$ cat src/rtl/sdirq_pkg.sv
package sdirq_pkg;
  localparam int unsigned DATA_W = 32;
  localparam int unsigned FUNC_W = 16;

  // latched event positions
  localparam int unsigned BIT_RESP_END  = 0;
  localparam int unsigned BIT_DATA_END  = 2;
  localparam int unsigned BIT_CARD_OUT  = 3;
  localparam int unsigned BIT_CARD_IN   = 4;
  localparam int unsigned BIT_IDX_ERR   = 16;
  localparam int unsigned BIT_CRC_ERR   = 17;
  localparam int unsigned BIT_DATA_TO   = 19;
  localparam int unsigned BIT_RX_OVF    = 20;
  localparam int unsigned BIT_TX_UNF    = 21;
  localparam int unsigned BIT_CMD_TO    = 22;
  localparam int unsigned BIT_RX_READY  = 24;
  localparam int unsigned BIT_TX_REQ    = 25;
  localparam int unsigned BIT_BAD_ACC   = 30;
  // live level positions
  localparam int unsigned BIT_WR_PROT   = 7;
  localparam int unsigned BIT_CMD_BUSY  = 31;

  localparam logic [DATA_W-1:0] EVT_VALID =
      (32'd1 << BIT_RESP_END) | (32'd1 << BIT_DATA_END) | (32'd1 << BIT_CARD_OUT) |
      (32'd1 << BIT_CARD_IN)  | (32'd1 << BIT_IDX_ERR)  | (32'd1 << BIT_CRC_ERR)  |
      (32'd1 << BIT_DATA_TO)  | (32'd1 << BIT_RX_OVF)   | (32'd1 << BIT_TX_UNF)   |
      (32'd1 << BIT_CMD_TO)   | (32'd1 << BIT_RX_READY) | (32'd1 << BIT_TX_REQ)   |
      (32'd1 << BIT_BAD_ACC);

  localparam logic [FUNC_W-1:0] FUNC_VALID = 16'hC001;
  localparam logic [FUNC_W-1:0] FUNC_ENABLE_CODE = 16'h0001;

  // word addresses
  localparam int unsigned ADR_STAT      = 0;
  localparam int unsigned ADR_MASK      = 1;
  localparam int unsigned ADR_FUNC_STAT = 2;
  localparam int unsigned ADR_FUNC_MASK = 3;
  localparam int unsigned ADR_FUNC_EN   = 4;

  typedef enum logic [2:0] {
    SEL_STAT, SEL_MASK, SEL_FUNC_STAT, SEL_FUNC_MASK, SEL_FUNC_EN, SEL_NONE
  } readSel_e;

  typedef struct packed {
    logic     wrStat;
    logic     wrMask;
    logic     wrFuncStat;
    logic     wrFuncMask;
    logic     wrFuncEn;
    readSel_e readSel;
  } regStrobe_t;
endpackage

$ cat src/rtl/sdirq_ctrl.sv
module sdirq_ctrl
  import sdirq_pkg::*;
#(
  parameter int unsigned ADDR_W = 3
) (
  input  logic [ADDR_W-1:0] busAddr,
  input  logic              busWe,
  output regStrobe_t        strb
);
  localparam int unsigned NUM_SEL = 5;

  logic [NUM_SEL-1:0] hit;

  generate
    for (genvar i = 0; i < NUM_SEL; i++) begin : g_hit
      assign hit[i] = (busAddr == ADDR_W'(i));
    end
  endgenerate

  always_comb begin
    strb.wrStat     = busWe && hit[ADR_STAT];
    strb.wrMask     = busWe && hit[ADR_MASK];
    strb.wrFuncStat = busWe && hit[ADR_FUNC_STAT];
    strb.wrFuncMask = busWe && hit[ADR_FUNC_MASK];
    strb.wrFuncEn   = busWe && hit[ADR_FUNC_EN];
    if (hit[ADR_STAT])           strb.readSel = SEL_STAT;
    else if (hit[ADR_MASK])      strb.readSel = SEL_MASK;
    else if (hit[ADR_FUNC_STAT]) strb.readSel = SEL_FUNC_STAT;
    else if (hit[ADR_FUNC_MASK]) strb.readSel = SEL_FUNC_MASK;
    else if (hit[ADR_FUNC_EN])   strb.readSel = SEL_FUNC_EN;
    else                         strb.readSel = SEL_NONE;
  end
endmodule

$ cat src/rtl/sdirq_datapath.sv
module sdirq_datapath
  import sdirq_pkg::*;
#(
  parameter int unsigned       DW         = DATA_W,
  parameter int unsigned       FW         = FUNC_W,
  parameter logic [DW-1:0]     STAT_VALID = EVT_VALID,
  parameter logic [FW-1:0]     FVALID     = FUNC_VALID
) (
  input  logic          clk,
  input  logic          rstN,
  input  regStrobe_t    strb,
  input  logic [DW-1:0] busWdata,
  input  logic [DW-1:0] evtIn,
  input  logic [FW-1:0] sdioEvtIn,
  input  logic          wrProtLvl,
  input  logic          cmdBusyLvl,
  output logic [DW-1:0] statQ,
  output logic [DW-1:0] maskQ,
  output logic [FW-1:0] funcStatQ,
  output logic [FW-1:0] funcMaskQ,
  output logic [FW-1:0] funcEnQ,
  output logic [DW-1:0] busRdata,
  output logic          irqOut,
  output logic          sdioIrqOut
);
  localparam int unsigned PAD_W = DW - FW;

  logic [DW-1:0] statNext;
  logic [FW-1:0] funcStatNext;
  logic [DW-1:0] levelWord;
  logic [DW-1:0] rdNext;

  // per-bit sticky update: an arriving event beats a clearing write
  generate
    for (genvar i = 0; i < DW; i++) begin : g_stat
      if (STAT_VALID[i]) begin : g_live
        assign statNext[i] = evtIn[i] |
                             (statQ[i] & ~(strb.wrStat & ~busWdata[i]));
      end else begin : g_dead
        assign statNext[i] = 1'b0;
      end
    end
    for (genvar j = 0; j < FW; j++) begin : g_func
      if (FVALID[j]) begin : g_live
        assign funcStatNext[j] = sdioEvtIn[j] |
                                 (funcStatQ[j] & ~(strb.wrFuncStat & ~busWdata[j]));
      end else begin : g_dead
        assign funcStatNext[j] = 1'b0;
      end
    end
  endgenerate

  always_ff @(posedge clk) begin
    if (!rstN) begin
      statQ     <= '0;
      maskQ     <= STAT_VALID;
      funcStatQ <= '0;
      funcMaskQ <= FVALID;
      funcEnQ   <= '0;
    end else begin
      statQ     <= statNext;
      funcStatQ <= funcStatNext;
      if (strb.wrMask)     maskQ     <= busWdata & STAT_VALID;
      if (strb.wrFuncMask) funcMaskQ <= busWdata[FW-1:0] & FVALID;
      if (strb.wrFuncEn)   funcEnQ   <= busWdata[FW-1:0];
    end
  end

  always_comb begin
    levelWord = '0;
    levelWord[BIT_WR_PROT]  = wrProtLvl;
    levelWord[BIT_CMD_BUSY] = cmdBusyLvl;
    unique case (strb.readSel)
      SEL_STAT:      rdNext = statQ | levelWord;
      SEL_MASK:      rdNext = maskQ;
      SEL_FUNC_STAT: rdNext = {{PAD_W{1'b0}}, funcStatQ};
      SEL_FUNC_MASK: rdNext = {{PAD_W{1'b0}}, funcMaskQ};
      SEL_FUNC_EN:   rdNext = {{PAD_W{1'b0}}, funcEnQ};
      default:       rdNext = '0;
    endcase
  end

  always_ff @(posedge clk) begin
    if (!rstN) busRdata <= '0;
    else       busRdata <= rdNext;
  end

  assign irqOut     = |(statQ & STAT_VALID & ~maskQ);
  assign sdioIrqOut = (funcEnQ == FUNC_ENABLE_CODE) && |(funcStatQ & FVALID & ~funcMaskQ);
endmodule

$ cat src/rtl/sdhc_irq.sv
module sdhc_irq
  import sdirq_pkg::*;
#(
  parameter int unsigned ADDR_W = 3
) (
  input  logic              clk,
  input  logic              rstN,
  input  logic [ADDR_W-1:0] busAddr,
  input  logic              busWe,
  input  logic [31:0]       busWdata,
  output logic [31:0]       busRdata,
  input  logic [31:0]       evtIn,
  input  logic [15:0]       sdioEvtIn,
  input  logic              wrProtLvl,
  input  logic              cmdBusyLvl,
  output logic              irqOut,
  output logic              sdioIrqOut
);
  regStrobe_t  strb;
  logic [31:0] statQ;
  logic [31:0] maskQ;
  logic [15:0] funcStatQ;
  logic [15:0] funcMaskQ;
  logic [15:0] funcEnQ;

  sdirq_ctrl #(.ADDR_W(ADDR_W)) u_ctrl (
    .busAddr (busAddr),
    .busWe   (busWe),
    .strb    (strb)
  );

  sdirq_datapath #(
    .DW         (DATA_W),
    .FW         (FUNC_W),
    .STAT_VALID (EVT_VALID),
    .FVALID     (FUNC_VALID)
  ) u_dp (
    .clk        (clk),
    .rstN       (rstN),
    .strb       (strb),
    .busWdata   (busWdata),
    .evtIn      (evtIn),
    .sdioEvtIn  (sdioEvtIn),
    .wrProtLvl  (wrProtLvl),
    .cmdBusyLvl (cmdBusyLvl),
    .statQ      (statQ),
    .maskQ      (maskQ),
    .funcStatQ  (funcStatQ),
    .funcMaskQ  (funcMaskQ),
    .funcEnQ    (funcEnQ),
    .busRdata   (busRdata),
    .irqOut     (irqOut),
    .sdioIrqOut (sdioIrqOut)
  );
endmodule

$ cat config.mk
export PLATFORM = sky130hd
export DESIGN_NAME = sdhc_irq
export DESIGN_NICKNAME = d
export VERILOG_FILES = /design/src/rtl/sdirq_pkg.sv /design/src/rtl/sdirq_ctrl.sv /design/src/rtl/sdirq_datapath.sv /design/src/rtl/sdhc_irq.sv
export SDC_FILE = /design/constraint.sdc
export NUM_CORES = 1
export LEC_CHECK = 0
export CORE_ASPECT_RATIO = 0.9
export CORE_MARGIN = 2
export CORE_UTILIZATION = 35
export CTS_CLUSTER_DIAMETER = 120
export DETAILED_ROUTE_END_ITERATION = 16
export DONT_BUFFER_PORTS = 1
export SYNTH_ARGS = -nofsm -noshare
export SYNTH_HDL_FRONTEND = slang
export SYNTH_HIERARCHICAL = 1
export SYNTH_SLANG_ARGS = --single-unit
$ cat constraint.sdc
create_clock -name clk -period 4.6 [get_ports clk]
set_clock_uncertainty 0.2 [all_clocks]
set_input_delay 0.92 -clock clk [delete_from_list [all_inputs] [get_ports clk]]
set_output_delay 0.92 -clock clk [all_outputs]
set_load 0.01 [all_outputs]
### Yosys cells after proc, flatten, opt, wreduce, memory -nomap -nowiden

Index checks and enable logic that the tools add are counted.

* reductions and logical operators: 10
* equality and inequality tests: 9
* bitwise operators: 84
* mux-type cells: 6

Operators by type and width (number)
* 32-bit one-hot mux with 5 select lines: 1
* 1-bit bitwise AND: 32
* 31-bit by 32-bit bitwise AND with 32-bit output: 1
* 31-bit NOT with 32-bit output: 1
* 32-bit OR: 1
* 32-bit OR reduction: 1
* 1-bit NOT: 31
* 16-bit bitwise AND: 1
* 16-bit by 1-bit equality test with 1-bit output (second input constant): 1
* 16-bit NOT: 1
* 1-bit OR: 16
* 16-bit OR reduction: 1
* 3-bit by 2-bit equality test with 1-bit output (second input constant): 4
* 3-bit two-way mux: 4
* 3-bit by 1-bit equality test with 1-bit output (second input constant): 2
* 3-bit equality test (second input constant): 2
* 1-bit logical AND: 6
* 3-bit zero test: 2
* 1-bit two-way mux: 1

* flip-flop bits (word level): 112

### Longest topological paths before layout

Gate-level depths: netlist of run 1.

* depth in word-level cells: 8
* depth in mapped cells: 6

### Cells and area by module

Netlist of run 1, hierarchy kept.

Modules (own cells, without submodules)
* sdirq_datapath: seq. area each 1481.4 um^2, cells each 365, area each 3428.3 um^2, times used 1
* sdirq_ctrl: seq. area each 0.0 um^2, cells each 8, area each 85.1 um^2, times used 1

### Least setup slack after synthesis of run 1

No wires, ideal clock.

* path kind: input to register
* start point: in busAddr[2]
* end point: reg u_dp.maskQ[17]
* stages: 5
* path slack: 2431 ps
* path buffers: 2
* data arrival time: 1840 ps
* required time: 4271 ps
* path through: and4bb_2 -> buf_2 -> buf_2 -> mux2i_1 -> nand2_1

* cells in the longest elaborated chain, start to end: 2

Ends and longest elaborated chain
* start, declared: RTL line sdhc_irq.sv:8 `input logic [ADDR_W-1:0] busAddr,`
* 3-bit by 1-bit equality test with 1-bit output: RTL line sdirq_ctrl.sv:16 `assign hit[i] = (busAddr == ADDR_W'(i));`
* 1-bit logical AND: RTL line sdirq_ctrl.sv:22 `strb.wrMask = busWe && hit[ADR_MASK];`
* end signal, assigned: RTL line sdirq_datapath.sv:63 `if (strb.wrMask) maskQ <= busWdata & STAT_VALID;`
* end, declared: RTL line sdirq_datapath.sv:18 `output logic [DW-1:0] maskQ,`

No other way between the ends.
A chain may end at the register's enable or synchronous reset.

### Final worst setup path of run 1

* start point: reg u_dp.statQ[25]
* end point: out irqOut

* cells in the longest elaborated chain, start to end: 2

Ends and longest elaborated chain
* start, declared: RTL line sdirq_datapath.sv:17 `output logic [DW-1:0] statQ,`
* start signal, assigned: RTL line sdirq_datapath.sv:61 `statQ <= statNext;`
* 31-bit by 32-bit bitwise AND with 32-bit output: RTL line sdirq_datapath.sv:88 `assign irqOut = |(statQ & STAT_VALID & ~maskQ);`
* 32-bit OR reduction: RTL line sdirq_datapath.sv:88
* end, declared: RTL line sdhc_irq.sv:16 `output logic irqOut,`

No other way between the ends.

==> qor.yml, run 1 <==
status: "finished clean"
dieHeight_um: 92.3
first_pass_iters: 4
crit_path_max_incr_delay_ps: 350
vias: 2009
arrival_ps: 1410
viasPerCell: 4.70
cts_max_level: 3
critPathRequiredTime_ps: 3480
hold_buffers: 0
drt-total-wl_um: 6420
path_buf_inv: 0
diodes: 0
rsz0062_at_grt: "no"
max-cap-violations: 0
dpl_worst_slack_ps: 2140
setup_tns_ps: 0
clk_path_buf_depth: 2
clock_sinks: 74
core_mm2: 0.00849
fin_nets: 392
layout-drive-gt1-share_pct: 7.79
power.leakage_nw: 1.31
grt_pass1_vias: 2019
fmax_ghz: 0.396
clk_latency_ps: 330
postCtsSetupBuffers: 0
path_cells: "nor2b_1, nor4_1, o2111ai_1"
worstPathMaxFanout: 3
cts_buffers: 9
multi_input_area_mm2: 0.00136
slew_headroom_pct: 56.6
synth-warning-count: 6
grt_max_degree: 53
portBuffers: 0
fin_area_mm2: 0.00328
route.detailed.drc: 0
grt_antenna_before_repair: 0
grt_usage_pct: 14.3
fin_crit_sh_pct: 54.9
hold_class: "reg -> reg"
post_cts_resized: 0
area_growth_syn_to_layout_pct: 8.21
avgRoutedWirePerCell_um: 15.0
grt_pass1_wl_um: 10200
worst_pin_slew_ps: 651
start_util_pct: 35.7
ir_drop_mv: 0.181
postPlaceCellArea_mm2: 0.00308
die_area_mm2: 0.00943
design.portCount: 122
critPathLaunchType: "flip-flop"
worstSetupEndpointType: "primary output"
slew_violations: 0
root_buffer: "clkbuf_8"
timing.final.ws_setup_ps: 2070
utilization_pct: 38.7
numPlacedInstances: 412
worst_path_dominant_cell_family: "simple AND/OR/NAND/NOR gates"
detail-route-antenna-nets: 0
clk_pin_slew_worst_paths_ps: 70
p_per_area_mw_per_mm2: 388
crit_type: "reg -> out"
critPathSlowestCell: "nor4_1"
fill_cells: 899
fin_crit_ps: 2530
final_hold_viol_count: 0
netlist_instances: 309
regArea_mm2: 0.00148
setup_viol: 0
grt-ovfl-total: 0
fin_cells: 427
die_w_um: 102
cts_tree: "done"
mappedNetlistArea_mm2: 0.00303
hpwl_um: 4460
gp_congestion: 0.746
drt_iter0_drc: 57
syn_avg_cell_area_um2: 9.82
rows: 32
-- metrics by stage --
stage | hold slack (ps) | total power, mW
after CTS | 292 | 1.29
final | 290 | 1.27
after detailed placement | 275 | 0.777
after global placement | 271 | 0.776
after floorplan | 252 | 0.774
after global routing | 304 | 1.33
-- power by group --
part	internal (mW)	total (mW)	switching (mW)
combinational	0.0396	0.0799	0.0403
clock	0.292	0.511	0.220
sequential	0.665	0.682	0.0175
total	0.996	1.27	0.278
-- state kept, by name (all words and copies together) (netlist names) --
register / cells
u_dp/busRdata: 26
u_dp/funcEnQ: 16
u_dp/maskQ: 13
u_dp/statQ: 13
u_dp/funcMaskQ: 3
u_dp/funcStatQ: 3
-- final timing paths --
path | start | endpoint | slack [ps] | depth (start not counted)
min reg2reg | u_dp/funcEnQ[1]$_SDFFE_PN0P_ | u_dp/busRdata[1]$_SDFF_PN0_ | 290 | 1
max reg2reg | u_dp/funcEnQ[0]$_SDFFE_PN0P_ | u_dp/busRdata[0]$_SDFF_PN0_ | 3440 | 3
max | u_dp/statQ[25]$_SDFF_PN0_ | irqOut | 2070 | 3
min | u_dp/funcEnQ[1]$_SDFFE_PN0P_ | u_dp/busRdata[1]$_SDFF_PN0_ | 290 | 1
-- cell type report --
type | count | area share, %
sequential | 74 | 45.1
timing repair buffer | 1 | 0.229
clock inverter | 2 | 1.07
clock buffer | 13 | 5.15
inverter | 22 | 2.52
multi-input combinational | 196 | 41.4
tap | 119 | 4.54
-- placed cells by master, fill, tap and decap left out --
cell,count
and2b_1,1
and4b_1,1
or2_1,1
a222oi_1,1
clkinv_2,1
nand4_1,1
inv_1,22
nor4b_2,1
nand2b_1,9
mux2i_1,46
and4bb_2,3
o22ai_1,4
nor2_1,17
nor4_1,4
a221oi_1,1
o21a_1,9
a21oi_1,19
o211ai_1,2
bufinv_16,1
nand3b_1,2
nand2_1,16
a21o_2,1
and4b_2,1
clkbuf_1,1
nand3_1,2
a21boi_0,1
and2_1,11
buf_4,1
nor3b_2,1
nor4b_1,1
and2b_2,1
conb_1,6
o2111ai_1,1
nor3_1,2
clkbuf_8,12
nand2b_4,1
dfxtp_1,74
nor2b_1,25
o311a_1,1
o21ai_0,3
-- per-layer routing --
layer	up-vias	share of wire, %	global-route usage, %
met3	8	7.5	6.49
met4	0	1.7	5.33
met5	-	0	0
li1	1014	-	-
met2	47	46	21.7
met1	940	45	17.7
No activity file was read; power rests on OpenSTA's default activity.
==> inputs of run 2 (changes only) <==
ABC_AREA = 1   (was default)
clock period = 2.6 ns   (was 4.6 ns; I/O delays follow)
==> run 2 against run 1 <==
Compared with the run above:
- total power is 90% higher
- sequential power is 79% higher
- global-route usage is 1.3 points higher
- non-clock buffer count is 5 higher
- sequential share of layout area is 1.0 points higher
- utilization is 0.92 points higher
- critical path depth is 2 higher
- clock power is 100% higher
- largest cell class unchanged
==> qor.yml, run 2 <==
status: "finished clean"  # unchanged
fin_nets: 477  # was 392
power.leakage_nw: 1.44  # was 1.31 nW
vias: 2369  # was 2009
hold_buffers: 0  # unchanged
grt_usage_pct: 15.6  # was 14.3%
p_per_area_mw_per_mm2: 753  # was 388 mW/mm^2
reg_top3: "u_dp/busRdata: 26 flops, u_dp/funcEnQ: 16 flops"  # unchanged
layout-drive-gt1-share_pct: 9.14  # was 7.79%
final_cell_mix: "dfxtp_1, nand2_1, inv_1, a21oi_1, o21ai_0"  # was dfxtp_1, mux2i_1, nor2b_1, inv_1, a21oi_1
ir_drop_mv: 0.244  # was 0.181 mV
viasPerCell: 4.81  # was 4.70
grt_max_degree: 29  # was 53
clk_pin_slew_worst_paths_ps: 70  # about the same
die_w_um: 100  # was 102 um
netlist_instances: 390  # was 309
grt-ovfl-total: 0  # unchanged
setup_viol: 0  # unchanged
rows: 31  # was 32
slew_violations: 0  # unchanged
portBuffers: 0  # unchanged
dieHeight_um: 90.8  # was 92.3 um
core_mm2: 0.00811  # was 0.00849 mm^2
syn_avg_cell_area_um2: 7.52  # was 9.82 um^2
detail-route-antenna-nets: 0  # unchanged
postCtsSetupBuffers: 0  # unchanged
first_pass_iters: 4  # unchanged
route.detailed.drc: 0  # unchanged
numPlacedInstances: 477  # was 412
grt_pass1_vias: 2271  # was 2019
worst_pin_slew_ps: 604  # was 651 ps
cts_buffers: 9  # unchanged
worstSetupEndpointType: "primary output"  # unchanged
die_area_mm2: 0.00913  # was 0.00943 mm^2
root_buffer: "clkbuf_8"  # unchanged
critPathRequiredTime_ps: 1880  # was 3480 ps
area_growth_syn_to_layout_pct: 9.48  # was 8.21%
setup_tns_ps: 0  # unchanged
design.portCount: 122  # unchanged
grt_antenna_before_repair: 0  # unchanged
path_cells: "nor2_1, nand3_1, nor2_1, nand2_1, nor2_1"  # was nor2b_1, nor4_1, o2111ai_1
worstPathMaxFanout: 3  # unchanged
drt_iter0_drc: 75  # was 57
drt-total-wl_um: 6800  # was 6420 um
hpwl_um: 4820  # was 4460 um
max-cap-violations: 0  # unchanged
largest-register: "u_dp/busRdata"  # unchanged
critPathLaunchType: "flip-flop"  # unchanged
crit_type: "reg -> out"  # unchanged
fmax_ghz: 0.507
start_util_pct: 36.2  # was 35.7%
avgRoutedWirePerCell_um: 13.8  # was 15.0 um
clk_latency_ps: 340  # was 330 ps
crit_path_frequent_cell: "nor2_1"
synth-warning-count: 6  # unchanged
clock_sinks: 74  # unchanged
fin_crit_sh_pct: 75.9
diodes: 0  # unchanged
critPathSlowestCell: "dfxtp_1"  # was nor4_1
grt_pass1_wl_um: 11100  # was 10200 um
mappedNetlistArea_mm2: 0.00293  # was 0.00303 mm^2
clk_path_buf_depth: 2  # unchanged
post_cts_resized: 0  # unchanged
fin_crit_ps: 1970
cts_tree: "done"  # unchanged
final_hold_viol_count: 0  # unchanged
rsz0062_at_grt: "no"  # unchanged
largest_register_ffs: 26  # unchanged
cts_max_level: 3  # unchanged
layout_commonest_cell: "dfxtp_1"  # unchanged
fin_cells: 493  # was 427
gp_congestion: 0.795  # was 0.746
hold_class: "in -> reg"  # was reg -> reg
arrival_ps: 1250  # was 1410 ps
slew_headroom_pct: 59.6  # was 56.6%
crit_path_max_incr_delay_ps: 330  # was 350 ps
-- run 2: stage by stage --
step	worst slack (ps)	area, um^2	total power, mW	util, %	hold slack (ps)
CTS	594	3210	2.45	39.6	41.8
global placement	704	2980	1.39	36.7	251
floorplan	857	2950	1.38	-	237
detailed placement	666	2980	1.40	36.7	252
global route	541	3210	2.53	39.6	50.4
finish	626	3210	2.42	39.6	65.8
-- run 2: worst paths after layout --
kind / startpoint / end / slack [ps] / depth (start not counted)
setup reg to reg: u_dp/funcStatQ[0]$_SDFF_PN0_ / u_dp/busRdata[0]$_SDFF_PN0_ / 1620 / 4
hold reg to reg: u_dp/maskQ[21]$_SDFFE_PN1P_ / u_dp/busRdata[21]$_SDFF_PN0_ / 270 / 2
hold / removal: rstN / u_dp/funcMaskQ[14]$_SDFFE_PN1P_ / 70 / 1
setup / recovery: u_dp/funcEnQ[7]$_SDFFE_PN0P_ / sdioIrqOut / 630 / 5
-- run 2: final cells by class --
type	count	area, um^2
fill	857	4900
clock inverter	6	105
inverter	61	229
multi-input combinational	237	1100
timing repair buffer	6	45.0
clock buffer	10	128
sequential	74	1480
tap	99	124
-- run 2: worst max-delay path: cells and delay by family (launching register included) --
family	cells	cell delay, ps
simple gates	5	580
flops	1	330
-- run 2: report_power, final --
part	total, mW	internal (mW)	switching [mW]	leakage (nW)
Combinational	0.157	0.0520	0.105	0.711
Clock	1.04	0.633	0.412	0.120
Sequential	1.22	1.18	0.0330	0.607
-- run 2: per-layer routing --
layer	wire length (um)	GRT usage, %
met5	0	0
met1	3240	20.4
met3	374	4.18
met2	3090	23.5
met4	93	7.99
